$ cat src/rtl/coh_pkg.sv
// Shared types for the coherence directory controller.
// Assumes: encodings below are visible at the request port as plain bits.
package coh_pkg;

    typedef enum logic [1:0] {
        DIR_UNC = 2'd0,
        DIR_SHR = 2'd1,
        DIR_OWN = 2'd2
    } dir_state_e;

    typedef enum logic [1:0] {
        OP_RD = 2'd0,
        OP_WR = 2'd1,
        OP_WB = 2'd2
    } req_op_e;

endpackage

$ cat src/rtl/coh_dir_store.sv
// Directory storage: one state and holder vector per block.
// Assumes: one combinational read port and one synchronous write port;
// the write is applied on the clock edge and seen by reads afterwards.
module coh_dir_store
    import coh_pkg::*;
#(
    parameter int NCORE = 4,
    parameter int NBLK  = 8,
    localparam int BW   = (NBLK > 1) ? $clog2(NBLK) : 1
) (
    input  logic             clk,
    input  logic             rst_n,
    input  logic [BW-1:0]    rd_blk,
    output dir_state_e       rd_state,
    output logic [NCORE-1:0] rd_vec,
    input  logic             wr_en,
    input  logic [BW-1:0]    wr_blk,
    input  dir_state_e       wr_state,
    input  logic [NCORE-1:0] wr_vec
);

    dir_state_e       st_q  [NBLK];
    logic [NCORE-1:0] vec_q [NBLK];

    for (genvar b = 0; b < NBLK; b++) begin : g_entry
        // Holds one directory entry; cleared to uncached by reset.
        always_ff @(posedge clk) begin
            if (!rst_n) begin
                st_q[b]  <= DIR_UNC;
                vec_q[b] <= '0;
            end else if (wr_en && (wr_blk == BW'(b))) begin
                st_q[b]  <= wr_state;
                vec_q[b] <= wr_vec;
            end
        end
    end

    // Read port for the block under decision.
    always_comb begin
        rd_state = st_q[rd_blk];
        rd_vec   = vec_q[rd_blk];
    end

endmodule

$ cat src/rtl/coh_ack_tracker.sv
// Tracks which targeted caches still owe an acknowledgement and how many.
// Assumes: load and acknowledgements never overlap (acks are only taken
// after the load edge). Strobes outside the pending set are dropped.
module coh_ack_tracker #(
    parameter int NCORE = 4,
    localparam int CW   = $clog2(NCORE + 1)
) (
    input  logic             clk,
    input  logic             rst_n,
    input  logic             load,
    input  logic [NCORE-1:0] load_mask,
    input  logic [NCORE-1:0] ack_valid,
    output logic [NCORE-1:0] pend_mask,
    output logic [CW-1:0]    pend_cnt,
    output logic             done
);

    logic [NCORE-1:0] taken;

    function automatic logic [CW-1:0] popc(input logic [NCORE-1:0] v);
        logic [CW-1:0] n;
        n = '0;
        for (int i = 0; i < NCORE; i++) n = n + CW'(v[i]);
        return n;
    endfunction

    // Acknowledgements that actually retire a pending target.
    always_comb begin
        taken = ack_valid & pend_mask;
        done  = (pend_mask != '0) && ((pend_mask & ~ack_valid) == '0);
    end

    // Pending set and counter update.
    always_ff @(posedge clk) begin
        if (!rst_n) begin
            pend_mask <= '0;
            pend_cnt  <= '0;
        end else if (load) begin
            pend_mask <= load_mask;
            pend_cnt  <= popc(load_mask);
        end else begin
            pend_mask <= pend_mask & ~taken;
            pend_cnt  <= pend_cnt - popc(taken);
        end
    end

endmodule

$ cat src/rtl/coh_dir_ctrl.sv
// Coherence directory controller top. Decides per request whether a
// grant can be given from memory, or whether the recorded holders must be
// downgraded/invalidated first; waits for all acks, then grants.
// Assumes: NCORE >= 2; one transaction in flight at a time, so any
// request arriving during a wait is held off by req_ready.
module coh_dir_ctrl
    import coh_pkg::*;
#(
    parameter int NCORE = 4,
    parameter int NBLK  = 8,
    localparam int CIW  = $clog2(NCORE),
    localparam int BW   = (NBLK > 1) ? $clog2(NBLK) : 1,
    localparam int CW   = $clog2(NCORE + 1)
) (
    input  logic             clk,
    input  logic             rst_n,
    input  logic             req_valid,
    output logic             req_ready,
    input  logic [CIW-1:0]   req_core,
    input  logic [BW-1:0]    req_blk,
    input  logic [1:0]       req_op,
    output logic             snp_valid,
    output logic             snp_inv,
    output logic [BW-1:0]    snp_blk,
    output logic [NCORE-1:0] snp_mask,
    input  logic [NCORE-1:0] ack_valid,
    output logic             gnt_valid,
    output logic [CIW-1:0]   gnt_core,
    output logic [BW-1:0]    gnt_blk,
    output logic             gnt_excl,
    output logic             gnt_fwd
);

    logic             in_wait_q;
    logic [CIW-1:0]   txn_core_q;
    logic [BW-1:0]    txn_blk_q;
    logic             txn_wr_q;
    logic             txn_fwd_q;

    logic [BW-1:0]    look_blk;
    dir_state_e       cur_st;
    logic [NCORE-1:0] cur_vec;
    logic             wr_en;
    dir_state_e       nxt_st;
    logic [NCORE-1:0] nxt_vec;

    logic             accept;
    logic [NCORE-1:0] req_bit;
    logic [NCORE-1:0] txn_bit;
    logic [NCORE-1:0] others;
    logic             need_snp;
    logic             dec_inv;
    logic             dec_excl;
    logic             dec_gnt;
    logic             dec_fwd;
    req_op_e          op;

    logic [NCORE-1:0] pend_mask;
    logic [CW-1:0]    pend_cnt;
    logic             trk_done;

    coh_dir_store #(.NCORE(NCORE), .NBLK(NBLK)) u_store (
        .clk      (clk),
        .rst_n    (rst_n),
        .rd_blk   (look_blk),
        .rd_state (cur_st),
        .rd_vec   (cur_vec),
        .wr_en    (wr_en),
        .wr_blk   (look_blk),
        .wr_state (nxt_st),
        .wr_vec   (nxt_vec)
    );

    coh_ack_tracker #(.NCORE(NCORE)) u_trk (
        .clk       (clk),
        .rst_n     (rst_n),
        .load      (accept && need_snp),
        .load_mask (others),
        .ack_valid (ack_valid),
        .pend_mask (pend_mask),
        .pend_cnt  (pend_cnt),
        .done      (trk_done)
    );

    // Handshake and decode of the incoming request.
    always_comb begin
        req_ready = !in_wait_q;
        accept    = req_valid && !in_wait_q;
        look_blk  = in_wait_q ? txn_blk_q : req_blk;
        op        = req_op_e'(req_op);
        req_bit   = NCORE'(1) << req_core;
        txn_bit   = NCORE'(1) << txn_core_q;
        others    = cur_vec & ~req_bit;
    end

    // Decide the action and the next entry value.
    always_comb begin
        need_snp = 1'b0;
        dec_inv  = 1'b0;
        dec_excl = 1'b0;
        dec_gnt  = 1'b0;
        dec_fwd  = 1'b0;
        nxt_st   = cur_st;
        nxt_vec  = cur_vec;
        if (in_wait_q) begin
            nxt_st  = txn_wr_q ? DIR_OWN : DIR_SHR;
            nxt_vec = txn_wr_q ? txn_bit : (cur_vec | txn_bit);
        end else begin
            unique case (op)
                OP_RD: begin
                    if (cur_st == DIR_OWN && others != '0) begin
                        need_snp = 1'b1;
                        dec_fwd  = 1'b1;
                    end else if (cur_st == DIR_SHR) begin
                        dec_gnt = 1'b1;
                        nxt_vec = cur_vec | req_bit;
                    end else begin
                        dec_gnt  = 1'b1;
                        dec_excl = 1'b1;
                        nxt_st   = DIR_OWN;
                        nxt_vec  = req_bit;
                    end
                end
                OP_WR: begin
                    dec_excl = 1'b1;
                    if (others != '0) begin
                        need_snp = 1'b1;
                        dec_inv  = 1'b1;
                        dec_fwd  = (cur_st == DIR_OWN);
                    end else begin
                        dec_gnt = 1'b1;
                        nxt_st  = DIR_OWN;
                        nxt_vec = req_bit;
                    end
                end
                default: begin
                    nxt_vec = cur_vec & ~req_bit;
                    nxt_st  = (nxt_vec == '0) ? DIR_UNC : cur_st;
                end
            endcase
        end
        wr_en = (accept && !need_snp) || (in_wait_q && trk_done);
    end

    // Transaction state and registered outputs.
    always_ff @(posedge clk) begin
        if (!rst_n) begin
            in_wait_q  <= 1'b0;
            txn_core_q <= '0;
            txn_blk_q  <= '0;
            txn_wr_q   <= 1'b0;
            txn_fwd_q  <= 1'b0;
            snp_valid  <= 1'b0;
            snp_inv    <= 1'b0;
            snp_blk    <= '0;
            snp_mask   <= '0;
            gnt_valid  <= 1'b0;
            gnt_core   <= '0;
            gnt_blk    <= '0;
            gnt_excl   <= 1'b0;
            gnt_fwd    <= 1'b0;
        end else begin
            snp_valid <= 1'b0;
            gnt_valid <= 1'b0;
            if (accept && need_snp) begin
                in_wait_q  <= 1'b1;
                txn_core_q <= req_core;
                txn_blk_q  <= req_blk;
                txn_wr_q   <= dec_excl;
                txn_fwd_q  <= dec_fwd;
                snp_valid  <= 1'b1;
                snp_inv    <= dec_inv;
                snp_blk    <= req_blk;
                snp_mask   <= others;
            end else if (accept && dec_gnt) begin
                gnt_valid <= 1'b1;
                gnt_core  <= req_core;
                gnt_blk   <= req_blk;
                gnt_excl  <= dec_excl;
                gnt_fwd   <= 1'b0;
            end else if (in_wait_q && trk_done) begin
                in_wait_q <= 1'b0;
                gnt_valid <= 1'b1;
                gnt_core  <= txn_core_q;
                gnt_blk   <= txn_blk_q;
                gnt_excl  <= txn_wr_q;
                gnt_fwd   <= txn_fwd_q;
            end
        end
    end

endmodule

$ cat config.mk
export PLATFORM = sky130hd
export DESIGN_NAME = coh_dir_ctrl
export DESIGN_NICKNAME = d
export VERILOG_FILES = /design/src/rtl/coh_pkg.sv /design/src/rtl/coh_dir_store.sv /design/src/rtl/coh_ack_tracker.sv /design/src/rtl/coh_dir_ctrl.sv
export SDC_FILE = /design/constraint.sdc
export NUM_CORES = 1
export LEC_CHECK = 0
export BUFFER_PORTS_ARGS = -buffer_cell sky130_fd_sc_hd__buf_4
export CORE_MARGIN = 3
export CORE_UTILIZATION = 55
export DETAILED_ROUTE_END_ITERATION = 12
export PLACE_DENSITY = 0.74
export SLEW_MARGIN = 40
export SYNTH_ARGS = -nofsm -noshare
export SYNTH_HDL_FRONTEND = slang
export SYNTH_SLANG_ARGS = --single-unit
$ cat constraint.sdc
create_clock -name clk -period 4.5 [get_ports clk]
set_input_delay 0.225 -clock clk [delete_from_list [all_inputs] [get_ports clk]]
set_output_delay 0.225 -clock clk [all_outputs]
set_load 0.02 [all_outputs]
==> results of run 1 <==
through the flow:
| stage | utilization [%] | setup slack [ns] | hold WS, ns |
|---|---|---|---|
| after floorplan | - | 1.14 | 0.355 |
| after global placement | 62.1 | 0.615 | 0.462 |
| after detailed placement | 62.1 | 0.407 | 0.459 |
| after CTS | 65.0 | 0.401 | 0.134 |
| after global routing | 65.0 | 0.00269 | 0.172 |
| final | 65.0 | 0.262 | 0.134 |
worst min-delay path, stage by stage:
cell,delay (ns)
sky130_fd_sc_hd__buf_4,0.10
sky130_fd_sc_hd__nand3_1,0.05
sky130_fd_sc_hd__o21ai_0,0.06
cell families after synthesis:
group           after synthesis  share of synthesized area [%]
simple gates                186                           24.4
compound gates              121                           21.0
flops                        74                           46.9
buf+inv                      36                           4.07
mux                          15                           3.62
flip-flops by register name, summed over array words and instances, names as in the netlist:
name and count:
snp_valid 1, in_wait_q 1, txn_blk_q 3, gnt_valid 1, txn_core_q 2, gnt_core 2, gnt_blk 3, gnt_excl 1
txn_wr_q 1, u_trk.pend_mask 4, u_store.st_q 16, snp_inv 1, snp_mask 4, u_store.vec_q 32, gnt_fwd 1, txn_fwd_q 1
layout make-up:
type,instances,area [um2]
clock buffer,13,191
clock inverter,3,18.8
sequential,74,1960
tap,99,124
timing repair buffer,50,375
fill,625,2570
multi-input combinational,322,2050
inverter,10,37.5
report_power, final:
| group | internal, mW | switching [mW] | total, mW |
|---|---|---|---|
| clock network | 0.282 | 0.255 | 0.538 |
| logic | 0.157 | 0.283 | 0.440 |
| registers | 0.762 | 0.0291 | 0.791 |
per-layer routing:
| metal | up-vias | global-route usage, % | wire [um] |
|---|---|---|---|
| li1 | 1698 | - | - |
| met1 | 1818 | 43.3 | 5330 |
| met2 | 223 | 45.6 | 5630 |
| met3 | 18 | 6.92 | 1210 |
| met4 | 0 | 9.89 | 265 |
| met5 | - | 0 | 0 |
worst paths after layout:
check / depth (start not counted) / slack [ns] / end / from
max: 9 / 0.26 / u_store.vec_q[0][0] / txn_blk_q[1]
min: 3 / 0.13 / gnt_blk[2] / req_blk[2]
min reg2reg: 1 / 0.48 / snp_mask[3] / snp_mask[3]
max reg2reg: 9 / 0.26 / u_store.vec_q[0][0] / txn_blk_q[1]
cell usage in the layout, fill, tap and decap left out, types with 4 or more instances in the layout:
master	n
sky130_fd_sc_hd__nand3b_1	17
sky130_fd_sc_hd__a22o_1	6
sky130_fd_sc_hd__clkbuf_8	10
sky130_fd_sc_hd__nor4_1	5
sky130_fd_sc_hd__nand2_1	33
sky130_fd_sc_hd__nand3_1	6
sky130_fd_sc_hd__a21boi_0	5
sky130_fd_sc_hd__nand2b_1	6
sky130_fd_sc_hd__mux2i_1	14
sky130_fd_sc_hd__buf_4	50
sky130_fd_sc_hd__a21oi_1	29
sky130_fd_sc_hd__a211oi_1	8
sky130_fd_sc_hd__nor3_1	12
sky130_fd_sc_hd__nor2_1	62
sky130_fd_sc_hd__o22ai_1	4
sky130_fd_sc_hd__edfxtp_1	48
sky130_fd_sc_hd__dfxtp_1	26
sky130_fd_sc_hd__o21ai_0	22
sky130_fd_sc_hd__o21a_1	4
sky130_fd_sc_hd__and3_1	12
sky130_fd_sc_hd__inv_1	9
==> results.json, run 1 <==
{
  "achievable-frequency_mhz": 236,
  "status": "finished, final reports clean",
  "fraction_of_synthesis_flops_using_an_asynchronous_set_or_reset_pin_pct": 0,
  "drive_gt1_share_pct": 19.1,
  "yosysMostFrequentCell": "sky130_fd_sc_hd__nor2_1",
  "postCtsSetupBuffers": 0,
  "cts_sinks": 74,
  "antenna_violations_before_repair": 0,
  "synth_cells": 432,
  "worst_slew_margin_rel_pct": 44.8,
  "number_of_vias_in_the_routed_layout": 3757,
  "post-route-drc-count": 0,
  "critical_path.endpoint_type": "flip-flop",
  "firstDrtPassIters": 7,
  "most_area_consuming_cells_after_synthesis": "sky130_fd_sc_hd__edfxtp_1 (34%), sky130_fd_sc_hd__dfxtp_1 (12%), sky130_fd_sc_hd__nor2_1 (5.6%)",
  "ys_seq_elements": 74,
  "start_util_pct": 57.1,
  "setup.worst_path.class": "reg -> reg",
  "diodes": 0,
  "first_global_vias": 3469,
  "syn-cell-area_um2": 4190,
  "critPathBufInv": 0,
  "grt_pass1_wl_um": 19900,
  "synth_warnings": 0,
  "area_fraction_of_the_dominant_cell_type_after_synthesis_pct": 34.4,
  "die_height_um": 93.2,
  "groute.usage.overall_pct": 30.3,
  "cts-hold-fix-buffers": 0,
  "syn2layout_area_growth_pct": 13.8,
  "synth-edff-count": 48,
  "antenna_violating_nets_post_route": 0,
  "netlist.top_cell.by_area": "sky130_fd_sc_hd__edfxtp_1",
  "net_count_of_the_finished_layout": 481,
  "core.rowCount": 31,
  "setup_viol_count_final": 0,
  "postSynthNetCount": 446,
  "dp_hpwl_um": 9080,
  "ir_drop_uv": 309,
  "wl_per_cell_um": 21.8,
  "required_ns": 4.58,
  "timing.critical_path.arrival_ns": 4.31,
  "post_synth_num_cell_types": 77,
  "timing.final.crit_period_ns": 4.24,
  "cts_inserted_buffers": 9,
  "cts_max_path_buffers": 2,
  "crit_path_cell_trace": "nand3b_1, nand2_2, a2111oi_0, o21ai_0, nor3b_2, or3_4, o311ai_1, a2111oi_4, nor3_1",
  "routed_via_density": 6.58,
  "io_pins": 32,
  "placed_cells_incl_taps": 555,
  "finalHoldViolCount": 0,
  "max_slew.worst_pin.slew_ns": 0.808,
  "ctsHtreeMaxLevel": 3,
  "drt-total-wl_um": 12400,
  "clock_latency_ns": 0.35,
  "final_cell_area_um2": 4760,
  "cap_violations": 0,
  "critPathSlowestCell": "sky130_fd_sc_hd__dfxtp_1",
  "core-area_um2": 7330,
  "post_cts_resize_count": 0,
  "cellLeakagePower_nw": 1.78,
  "cp_max_fo": 20,
  "die_x_um": 93.2,
  "clk_transition_reported_paths_ns": 0.08,
  "ys_seq_area_share_pct": 46.9,
  "dieArea_um2": 8690,
  "finalSetupTns_ns": 0,
  "gp_congestion": 1.02,
  "ratio_of_total_power_to_cell_area_nw_per_um2": 371,
  "timing.hold.worst.class": "in -> reg",
  "grt_setup_unrepaired": "false",
  "drtIter0Drc": 375,
  "critical_path.top_delay_family": "compound AO/OA/AOI/OAI gates",
  "dominantRegCellSynth": "sky130_fd_sc_hd__edfxtp_1",
  "overflow": 0,
  "cell_chosen_for_the_clock_root": "sky130_fd_sc_hd__clkbuf_8",
  "cts_tree": "done",
  "placedInstanceArea_um2": 4550,
  "slew_viol_final": 0,
  "syn_area_per_cell_um2": 9.69,
  "final.setup_skew_ns": 0.0127,
  "critical-path-max-stage-delay_ns": 0.78,
  "cp-start-kind": "flip-flop",
  "port_buffers": 31,
  "p_total_mw": 1.77,
  "stdcell_count": 571,
  "finalCritPeriodShare_pct": 94.2,
  "grt_start_max_net_pins": 21,
  "synth_common_cells": "sky130_fd_sc_hd__nor2_1 (62), sky130_fd_sc_hd__edfxtp_1 (48), sky130_fd_sc_hd__nand2_1 (33)"
}
No activity file was read; power rests on OpenSTA's default activity.
==> inputs of run 2 (changes only) <==
- BUFFER_PORTS_ARGS: -buffer_cell sky130_fd_sc_hd__buf_4 -> -buffer_cell sky130_fd_sc_hd__buf_2
==> results.json, run 2 (same netlist as run 1, synthesis figures left out) <==
{
  "critical-path-max-stage-delay_ns": 0.79,
  "finalHoldViolCount": 0,
  "largest_register_ffs": 32,
  "number_of_vias_in_the_routed_layout": 3734,
  "drt-total-wl_um": 12700,
  "slew_viol_final": 0,
  "grt_util_met3_pct": 5.55,
  "firstDrtPassIters": 5,
  "mostFrequentLayoutCell": "sky130_fd_sc_hd__nor2_1",
  "ctsHtreeMaxLevel": 3,
  "clkPwrFrac_pct": 31.6,
  "finalWorstSetupSlack_ns": 0.346,
  "grt_most_used_layer": "met2",
  "drtIter0Drc": 310,
  "groute.usage.overall_pct": 30.3,
  "diodes": 0,
  "hold-worst-slack_ns": 0.168,
  "netSwitchingFraction_pct": 32.2,
  "power_share_of_the_combinational_group_pct": 24.4,
  "critical_path.endpoint_type": "flip-flop",
  "die_height_um": 93.2,
  "crit_path_cell_trace": "nand3b_1, nand2_2, a2111oi_1, or2_0, and4_4, nor4_2, a21oi_1, a21oi_1, buf_4, o21ai_0",
  "grt_setup_unrepaired": "false",
  "cell_chosen_for_the_clock_root": "sky130_fd_sc_hd__clkbuf_8",
  "cp-start-kind": "flip-flop",
  "grt_pass1_wl_um": 19700,
  "status": "finished, final reports clean",
  "top_register": "u_store.vec_q",
  "critical_path.top_delay_family": "compound AO/OA/AOI/OAI gates",
  "cp_max_fo": 20,
  "cts_sinks": 74,
  "cts_max_path_buffers": 2,
  "num-fill-cells": 656,
  "core-area_um2": 7330,
  "clk_transition_reported_paths_ns": 0.08,
  "max_slew.worst_pin.slew_ns": 0.745,
  "worst_slew_margin_rel_pct": 49.8,
  "groute.layer.met1.usage_pct": 42.8,
  "layout_common_cells": "sky130_fd_sc_hd__nor2_1 (62), sky130_fd_sc_hd__edfxtp_1 (48), sky130_fd_sc_hd__nand2_1 (33), sky130_fd_sc_hd__buf_2 (31), sky130_fd_sc_hd__a21oi_1 (29)",
  "globalRouteMet2Util_pct": 46.6,
  "p_sw_mw": 0.583,
  "io_pins": 32,
  "post_cts_resize_count": 0,
  "net_count_of_the_finished_layout": 480,
  "final.setup_skew_ns": 0.00857,
  "required_ns": 4.48,
  "clock_latency_ns": 0.35,
  "critPathMostFrequentCell": "sky130_fd_sc_hd__a21oi_1",
  "antenna_violations_before_repair": 0,
  "critPathBufInv": 1,
  "biggest_registers_after_layout": "u_store.vec_q: 32 flops, u_store.st_q: 16 flops",
  "grt_start_max_net_pins": 26,
  "timing.critical_path.arrival_ns": 4.13,
  "first_global_vias": 3518,
  "port_buffers": 31,
  "cap_violations": 0,
  "gp_congestion": 1.00,
  "finalSetupTns_ns": 0,
  "drive_gt1_share_pct": 19.1,
  "post-route-drc-count": 0,
  "dieArea_um2": 8690,
  "seqPwrFrac_pct": 43.9,
  "timing.final.crit_period_ns": 4.15,
  "ir_drop_uv": 222,
  "start_util_pct": 57.1,
  "timing.hold.worst.class": "in -> reg",
  "cts_inserted_buffers": 9,
  "pre_cts_slack_ns": 0.240,
  "routed_via_density": 6.55,
  "core.rowCount": 31,
  "setup_viol_count_final": 0,
  "internal_power_mw": 1.23,
  "achievable-frequency_mhz": 241,
  "dp_hpwl_um": 9050,
  "syn2layout_area_growth_pct": 12.4,
  "cts_tree": "done",
  "wl_per_cell_um": 22.2,
  "setup.worst_path.class": "reg -> reg",
  "die_x_um": 93.2,
  "critPathSlowestCell": "sky130_fd_sc_hd__dfxtp_1",
  "ratio_of_total_power_to_cell_area_nw_per_um2": 384,
  "overflow": 0,
  "finalCritPeriodShare_pct": 92.3,
  "antenna_violating_nets_post_route": 0,
  "cellLeakagePower_nw": 1.77
}
==> run 2: cell types whose count changed in the layout (fill, tap and decap cells not counted), moves of 2 or more <==
cell	before	now
sky130_fd_sc_hd__buf_4	50	17
sky130_fd_sc_hd__buf_2	0	31
sky130_fd_sc_hd__clkinv_2	2	0
sky130_fd_sc_hd__o21ai_0	22	20
sky130_fd_sc_hd__o21ai_1	2	4
==> run 2: metrics by stage <==
step / cell area [um2] / util (%) / std cells / power, mW
after floorplan: 4190 / - / 432 / 1.08
after global routing: 4700 / 64.2 / 570 / 1.88
final: 4700 / 64.2 / 570 / 1.81
after CTS: 4680 / 63.9 / 569 / 1.79
after global placement: 4460 / 60.8 / 553 / 1.22
after detailed placement: 4460 / 60.8 / 553 / 1.23
==> run 2: path summary, 6_finish.rpt <==
kind | start | end | slack [ns] | cells past startpoint
worst min register to register | snp_mask[3] | snp_mask[3] | 0.48 | 1
worst min-delay path | req_blk[2] | gnt_blk[2] | 0.17 | 3
worst max register to register | txn_blk_q[1] | u_store.vec_q[7][1] | 0.35 | 10
worst max-delay path | txn_blk_q[1] | u_store.vec_q[7][1] | 0.35 | 10
==> run 2: final cells by class <==
cell class / instances / area (um2) / share of cell area (%)
inverters: 10 / 37.5 / 0.798
well taps: 99 / 124 / 2.63
flip-flops and latches: 74 / 1960 / 41.7
clock inverters: 4 / 56.3 / 1.20
repair buffers: 49 / 303 / 6.44
clock buffers: 12 / 166 / 3.54
multi-input cells: 322 / 2050 / 43.7
==> run 2: layer usage <==
layer | vias up | wire length, um
met1 | 1774 | 5310
met2 | 219 | 5770
met4 | 0 | 388
met3 | 35 | 1210
met5 | - | 0
li1 | 1706 | -
==> run 2: timing repair <==
action	in CTS	in global routing
setup buffers	0	1
hold buffers	0	0
setup endpoints to repair	0	8
==> run 2: power groups by stage <==
stage | Combinational, mW | Clock (mW) | Sequential [mW]
after global placement | 0.416 | 0 | 0.808
final | 0.442 | 0.572 | 0.794
after global routing | 0.471 | 0.608 | 0.797
after CTS | 0.420 | 0.574 | 0.793
after detailed placement | 0.417 | 0 | 0.808
after floorplan | 0.277 | 0 | 0.802
==> run 2: worst min-delay path, delay by kind of cell <==
kind	cells	cell delay (ns)
buffers and inverters	1	0.12
and+or+nand+nor	1	0.07
AOI/OAI and AO/OA	1	0.06
